<file path="config.mk">
export PLATFORM = sky130hd
export DESIGN_NAME = uvprot_seq
export DESIGN_NICKNAME = d
export VERILOG_FILES = /design/src/rtl/uvprot_pkg.sv /design/src/rtl/uvprot_hostif.sv /design/src/rtl/uvprot_fsm.sv /design/src/rtl/uvprot_fetctl.sv /design/src/rtl/uvprot_seq.sv
export SDC_FILE = /design/constraint.sdc
export NUM_CORES = 1
export LEC_CHECK = 0
export ABC_AREA = 0
export BUFFER_PORTS_ARGS = -buffer_cell sky130_fd_sc_hd__buf_2
export CORE_MARGIN = 5
export CORE_UTILIZATION = 35
export CTS_CLUSTER_DIAMETER = 30
export DETAILED_ROUTE_END_ITERATION = 8
export GPL_TIMING_DRIVEN = 0
export PLACE_DENSITY = 0.53
export SYNTH_ARGS = -nofsm -noshare
export SYNTH_HDL_FRONTEND = slang
export SYNTH_SLANG_ARGS = --single-unit
</file>
<file path="constraint.sdc">
create_clock -name clk -period 4.47 [get_ports clk]
set_input_delay 0.447 -clock clk [delete_from_list [all_inputs] [get_ports clk]]
set_output_delay 0.447 -clock clk [all_outputs]
set_load 0.02 [all_outputs]
</file>
<file path="src/rtl/uvprot_pkg.sv">
package uvprot_pkg;
    typedef enum logic [1:0] {
        ST_RUN   = 2'd0,
        ST_QUAL  = 2'd1,
        ST_SLEEP = 2'd2,
        ST_WAKE  = 2'd3
    } uvp_state_e;

    localparam logic [1:0] ADDR_CTRL = 2'd0;
    localparam logic [1:0] ADDR_TUV  = 2'd1;
    localparam logic [1:0] ADDR_TOV  = 2'd2;

    localparam int BIT_REL_DSG = 0;
    localparam int BIT_REL_CHG = 1;
    localparam int BIT_ALLOW   = 2;
endpackage

</file>
<file path="src/rtl/uvprot_hostif.sv">
module uvprot_hostif
    import uvprot_pkg::*;
#(
    parameter int DLY_W   = 8,
    parameter int TUV_RST = 3,
    parameter int TOV_RST = 2
) (
    input  logic             clk,
    input  logic             rst_n,
    input  logic             access_ok,
    input  logic             wr,
    input  logic             rd,
    input  logic [1:0]       addr,
    input  logic [DLY_W-1:0] wdata,
    output logic             ack,
    output logic [DLY_W-1:0] rdata,
    output logic [DLY_W-1:0] tuv,
    output logic [DLY_W-1:0] tov,
    output logic             allow,
    output logic             clr_dsg,
    output logic             clr_chg
);
    typedef struct packed {
        logic [DLY_W-1:0] tuv;
        logic [DLY_W-1:0] tov;
        logic             allow;
        logic             clr_dsg;
        logic             clr_chg;
        logic             ack;
        logic [DLY_W-1:0] rdata;
    } host_t;

    host_t reg_d, reg_q;

    always_comb begin
        reg_d         = reg_q;
        reg_d.clr_dsg = 1'b0;
        reg_d.clr_chg = 1'b0;
        reg_d.ack     = 1'b0;
        reg_d.rdata   = '0;
        if (access_ok && (wr || rd)) begin
            reg_d.ack = 1'b1;
        end
        if (access_ok && wr) begin
            unique case (addr)
                ADDR_CTRL: begin
                    reg_d.clr_dsg = wdata[BIT_REL_DSG];
                    reg_d.clr_chg = wdata[BIT_REL_CHG];
                    reg_d.allow   = wdata[BIT_ALLOW];
                end
                ADDR_TUV: reg_d.tuv = wdata;
                ADDR_TOV: reg_d.tov = wdata;
                default: ;
            endcase
        end else if (access_ok && rd) begin
            unique case (addr)
                ADDR_CTRL: reg_d.rdata[BIT_ALLOW] = reg_q.allow;
                ADDR_TUV:  reg_d.rdata = reg_q.tuv;
                ADDR_TOV:  reg_d.rdata = reg_q.tov;
                default: ;
            endcase
        end
    end

    always_ff @(posedge clk or negedge rst_n) begin
        if (!rst_n) begin
            reg_q.tuv     <= DLY_W'(TUV_RST);
            reg_q.tov     <= DLY_W'(TOV_RST);
            reg_q.allow   <= 1'b1;
            reg_q.clr_dsg <= 1'b0;
            reg_q.clr_chg <= 1'b0;
            reg_q.ack     <= 1'b0;
            reg_q.rdata   <= '0;
        end else begin
            reg_q <= reg_d;
        end
    end

    assign ack     = reg_q.ack;
    assign rdata   = reg_q.rdata;
    assign tuv     = reg_q.tuv;
    assign tov     = reg_q.tov;
    assign allow   = reg_q.allow;
    assign clr_dsg = reg_q.clr_dsg;
    assign clr_chg = reg_q.clr_chg;
endmodule

</file>
<file path="src/rtl/uvprot_fsm.sv">
module uvprot_fsm
    import uvprot_pkg::*;
#(
    parameter int DLY_W    = 8,
    parameter int GUARD_MS = 200
) (
    input  logic             clk,
    input  logic             rst_n,
    input  logic             ms_tick,
    input  logic             uv_any,
    input  logic             wake,
    input  logic [DLY_W-1:0] tuv,
    input  logic [DLY_W-1:0] tov,
    output logic             trip,
    output logic             asleep,
    output logic             access_ok
);
    localparam int CNT_W = $clog2((1 << DLY_W) + GUARD_MS) + 1;

    typedef struct packed {
        uvp_state_e       state;
        logic [CNT_W-1:0] cnt;
    } seq_t;

    seq_t seq_d, seq_q;

    logic [CNT_W-1:0] cnt_inc;
    logic [CNT_W-1:0] tuv_ext;
    logic [DLY_W-1:0] longer;
    logic [CNT_W-1:0] rec_lim;

    always_comb begin
        cnt_inc = seq_q.cnt + CNT_W'(1);
        tuv_ext = CNT_W'(tuv);
        longer  = (tov > tuv) ? tov : tuv;
        rec_lim = CNT_W'(longer) + CNT_W'(GUARD_MS);
        seq_d   = seq_q;
        trip    = 1'b0;
        unique case (seq_q.state)
            ST_RUN: begin
                if (uv_any) begin
                    seq_d.state = ST_QUAL;
                    seq_d.cnt   = '0;
                end
            end
            ST_QUAL: begin
                if (!uv_any) begin
                    seq_d.state = ST_RUN;
                    seq_d.cnt   = '0;
                end else if (ms_tick) begin
                    if (cnt_inc >= tuv_ext) begin
                        trip        = 1'b1;
                        seq_d.state = ST_SLEEP;
                        seq_d.cnt   = '0;
                    end else begin
                        seq_d.cnt = cnt_inc;
                    end
                end
            end
            ST_SLEEP: begin
                if (wake) begin
                    seq_d.state = ST_WAKE;
                    seq_d.cnt   = '0;
                end
            end
            ST_WAKE: begin
                if (ms_tick) begin
                    if (cnt_inc >= rec_lim) begin
                        seq_d.state = ST_RUN;
                        seq_d.cnt   = '0;
                    end else begin
                        seq_d.cnt = cnt_inc;
                    end
                end
            end
            default: seq_d.state = ST_RUN;
        endcase
    end

    always_ff @(posedge clk or negedge rst_n) begin
        if (!rst_n) begin
            seq_q.state <= ST_RUN;
            seq_q.cnt   <= '0;
        end else begin
            seq_q <= seq_d;
        end
    end

    assign asleep    = (seq_q.state == ST_SLEEP);
    assign access_ok = (seq_q.state == ST_RUN) || (seq_q.state == ST_QUAL);
endmodule

</file>
<file path="src/rtl/uvprot_fetctl.sv">
module uvprot_fetctl (
    input  logic clk,
    input  logic rst_n,
    input  logic trip,
    input  logic clr_dsg,
    input  logic clr_chg,
    input  logic block_chg,
    output logic dsg_off,
    output logic chg_off
);
    typedef struct packed {
        logic dsg;
        logic chg;
    } fet_t;

    fet_t fet_d, fet_q;

    always_comb begin
        fet_d = fet_q;
        if (trip) begin
            fet_d.dsg = 1'b1;
            fet_d.chg = 1'b1;
        end else begin
            if (clr_dsg) fet_d.dsg = 1'b0;
            if (clr_chg) fet_d.chg = 1'b0;
        end
    end

    always_ff @(posedge clk or negedge rst_n) begin
        if (!rst_n) begin
            fet_q <= '0;
        end else begin
            fet_q <= fet_d;
        end
    end

    assign dsg_off = fet_q.dsg;
    assign chg_off = fet_q.chg | block_chg;
endmodule

</file>
<file path="src/rtl/uvprot_seq.sv">
module uvprot_seq
    import uvprot_pkg::*;
#(
    parameter int NCELL    = 4,
    parameter int DLY_W    = 8,
    parameter int TUV_RST  = 3,
    parameter int TOV_RST  = 2,
    parameter int GUARD_MS = 200
) (
    input  logic             clk,
    input  logic             rst_n,
    input  logic             ms_tick,
    input  logic [NCELL-1:0] uv_flag,
    input  logic [NCELL-1:0] lowce_flag,
    input  logic             wake,
    input  logic             host_wr,
    input  logic             host_rd,
    input  logic [1:0]       host_addr,
    input  logic [DLY_W-1:0] host_wdata,
    output logic [DLY_W-1:0] host_rdata,
    output logic             host_ack,
    output logic             dsg_off,
    output logic             chg_off,
    output logic             reg_en,
    output logic             sleep
);
    logic             trip;
    logic             asleep;
    logic             access_ok;
    logic [DLY_W-1:0] tuv;
    logic [DLY_W-1:0] tov;
    logic             allow;
    logic             clr_dsg;
    logic             clr_chg;
    logic             block_chg;

    uvprot_hostif #(
        .DLY_W  (DLY_W),
        .TUV_RST(TUV_RST),
        .TOV_RST(TOV_RST)
    ) u_host (
        .clk      (clk),
        .rst_n    (rst_n),
        .access_ok(access_ok),
        .wr       (host_wr),
        .rd       (host_rd),
        .addr     (host_addr),
        .wdata    (host_wdata),
        .ack      (host_ack),
        .rdata    (host_rdata),
        .tuv      (tuv),
        .tov      (tov),
        .allow    (allow),
        .clr_dsg  (clr_dsg),
        .clr_chg  (clr_chg)
    );

    uvprot_fsm #(
        .DLY_W   (DLY_W),
        .GUARD_MS(GUARD_MS)
    ) u_fsm (
        .clk      (clk),
        .rst_n    (rst_n),
        .ms_tick  (ms_tick),
        .uv_any   (|uv_flag),
        .wake     (wake),
        .tuv      (tuv),
        .tov      (tov),
        .trip     (trip),
        .asleep   (asleep),
        .access_ok(access_ok)
    );

    assign block_chg = !allow && (|lowce_flag);

    uvprot_fetctl u_fet (
        .clk      (clk),
        .rst_n    (rst_n),
        .trip     (trip),
        .clr_dsg  (clr_dsg),
        .clr_chg  (clr_chg),
        .block_chg(block_chg),
        .dsg_off  (dsg_off),
        .chg_off  (chg_off)
    );

    assign sleep  = asleep;
    assign reg_en = !asleep;
endmodule

</file>
==> impl_results.md <==
* Status: completed
* Total length of routed wires at 6030 µm
* DR iter-0 viols at 55
* Cell type with the largest total area after synthesis: dfrtp_1
* Die X at 97.9 µm
* Number of synthesized flops with an enable pin at 0
* HP Class: in -> async
* Cts bufs inserted at 5
* Setup violators final at 0
* Core area at 7610 µm²
* Fin. Hold Viols at 0
* Achievable clock frequency at 0.233 GHz
* Distinct cell type count after synthesis at 48
* Via/cell ratio at 5.00
* Initial antenna violation count at 0
* Die Ht at 97.9 µm
* CP bufs+invs at 4
* Final net count at 373
* Worst slew margin at 37.2%
* Delay of the slowest cell on the worst path at 0.57 ns
* Yosys reg bits at 42
* Yosys top cell area share at 35.2%
* CTS tree: yes
* # H-tree levels at 2
* Synth Flop Type: dfrtp_1
* Worst R2R Setup Slack at 0.19 ns
* Top post-synthesis cells by area: dfrtp_1 35%, ha_1 14%, mux2_2 7.1%, dfstp_2 3.9%, nand2_1 3.5%
* Fillers at 744
* Fin crit period at 4.28 ns
* DRC Markers at 0
* Crit share post-route at 95.8%
* Ys async rst share at 100%
* Pins over their slew limit at 0
* Post-Syn Area at 2700 µm²
* Worst skew pair latency at 0.30 ns
* Multi-input logic area at 1620 µm²
* Startpoint Class: flop
* Via count at 2103
* Io pins at 37
* Maximum vdd drop at 218 µV
* CTS Hold Bufs at 0
* Total track usage at 12.9%
* PwrDens at 512 nW/µm²
* CP cell instances: inv_2, ha_4, nor2b_4, o211ai_1, a211oi_2, nor2_2, buf_6, mux2_4, ha_4, nand2_2, nor3_1, nand4b_1, xnor2_1, ha_1, a21o_1, a211o_1, a221oi_4, a41o_1, buf_6, buf_4, nand3_2, o21ai_1
* CTS root buf: clkbuf_8
* First-pass GRT wire length at 10200 µm
* Synth Area per Inst at 10.2 µm²
* Pre-antenna DRT Iters at 6
* Vias in the first global route at 2223
* CP Class: reg -> reg
* Initial Utilization at 35.5%
* Antenna viol nets, final at 0
* Number of core rows at 32
* Storage cell area at 1060 µm²
* Placer Congestion at 0.754
* Largest net degree at the start of global routing at 43
* Top-count cell post-synth: dfrtp_1
* Dpl hpwl at 4570 µm
* Worst EP required at 4.69 ns
* Setup TNS Final at 0 ns
* Crit path arrival time at 4.50 ns
* Layout cells sized above 1 at 31.0%
* Crit end category: flop
* DP Area at 3010 µm²
* Routed len/inst at 14.3 µm
* Delay-heaviest family, CP: compound AO/OA/AOI/OAI gates
* Port Buf Inserts at 36
* Die area at 9580 µm²
* Unrepaired setup endpoints after global routing: true
* CP Max Fanout at 7
* Synth cell count leaders: 38 x dfrtp_1, 31 x ha_1, 25 x nand2_1
* Clk buf depth at 2
* P_leak at 1.58 nW
* Ys Warns at 0
* Ant. Diodes at 0
* Slowest stage cell, crit path: dfstp_2
* Final non-filler cell area at 3250 µm²
* Max-Cap Viols at 0
* Skew final at 0.0116 ns
* Post-synthesis sequential area ratio at 39.1%
* Grt total ovfl at 0
* Cell count after synthesis at 265
* Synthesis-to-finish area growth at 20.3%
* CTS Sinks at 42
* Reg clk slew, reported paths at 0.09 ns
* Worst-Margin Slew at 0.941 ns
* Synth Net Count at 320
==> cell families after synthesis <==
kind of cell,synth area share [%]
buf+inv,3.52
fa+ha+maj,14.4
xor+xnor,3.52
simple gates,15.6
mux,10.1
compound gates,13.8
flops,39.1
==> state kept, by name (all words and copies together) (netlist names), named ones only <==
name	flops
u_fsm.seq_q	11
u_host.rdata	8
u_host.tov	8
u_host.tuv	8
u_fet.dsg_off	1
u_fet.fet_q	1
u_host.ack	1
u_host.allow	1
u_host.clr_chg	1
u_host.clr_dsg	1
==> report_power, final <==
part,leakage [nW],switching (mW),total [mW],internal (mW)
Clock,0.0483,0.142,0.252,0.110
Sequential,0.529,0.0899,0.552,0.462
Combinational,1.01,0.440,0.860,0.419
==> final cells by class <==
class                           instances  area share, %
Sequential cell                        42           32.5
Inverter                               18           2.08
Buffer                                  5           1.04
Multi-Input combinational cell        200           50.0
Tap cell                              102           3.93
Clock inverter                          3          0.577
Clock buffer                            5           2.12
Timing Repair Buffer                   46           7.78
==> repair_timing <==
| item | 4_1_cts | 5_1_grt |
|---|---|---|
| setup endpoints to repair | 9 | 10 |
| hold endpoints to repair | 0 | 0 |
| resized for setup | 3 | 17 |
| pin swaps | 2 | 11 |
| buffers inserted | 2 | 7 |
| cloned | 0 | 1 |
==> worst reg2reg max path, stage by stage (launching register included) <==
cell      delay [ns]
dfstp_2         0.57
inv_2           0.06
ha_4            0.26
nor2b_4         0.12
o211ai_1        0.11
a211oi_2        0.28
nor2_2          0.08
buf_6           0.14
mux2_4          0.32
ha_4            0.18
nand2_2         0.06
nor3_1          0.04
nand4b_1        0.20
xnor2_1         0.15
ha_1            0.33
a21o_1          0.20
a211o_1         0.29
a221oi_4        0.25
a41o_1          0.20
buf_6           0.14
buf_4           0.11
nand3_2         0.06
o21ai_1         0.09
==> per-layer routing <==
metal,part of all wire (%),GRT usage (%),vias to the layer above
met5,0,0,-
met4,1.5,3.62,0
met3,3.3,3.00,6
met2,47,21.0,31
met1,49,17.3,998
li1,-,-,1068
==> per-stage QoR <==
step	total power [mW]	hold WS [ns]	setup slack (ns)	utilization, %	cells
final	1.66	0.292	0.187	42.7	421
after CTS	1.56	0.333	0.0194	41.1	413
after detailed placement	1.27	0.407	-0.152	39.6	403
after floorplan	1.09	0.151	0.347	-	265
after global placement	1.26	0.406	-0.121	39.6	403
after global routing	1.82	0.368	-0.0675	42.7	421
==> layout by cell type, fill, tap and decap left out, drive strengths merged, types with 10 or more instances in the layout <==
cell,instances
nand3,10
inv,19
a21oi,11
dfrtp,38
o21ai,14
mux2,19
ha,31
buf,48
nand2,25
nor2,16
==> final timing paths <==
| path | start | endpoint | cells past startpoint |
|---|---|---|---|
| setup / recovery | u_host.tuv[1] | u_fsm.seq_q[10] | 22 |
| hold / removal | rst_n | u_fsm.seq_q[0] | 1 |
| setup reg to reg | u_host.tuv[1] | u_fsm.seq_q[10] | 22 |
| hold reg to reg | u_host.clr_chg | u_fet.fet_q[0] | 1 |
| max in group asynchronous | rst_n | u_host.tuv[5] | 1 |
| min in group clk | host_rd | u_host.ack | 3 |
No activity file was read; power rests on OpenSTA's default activity.
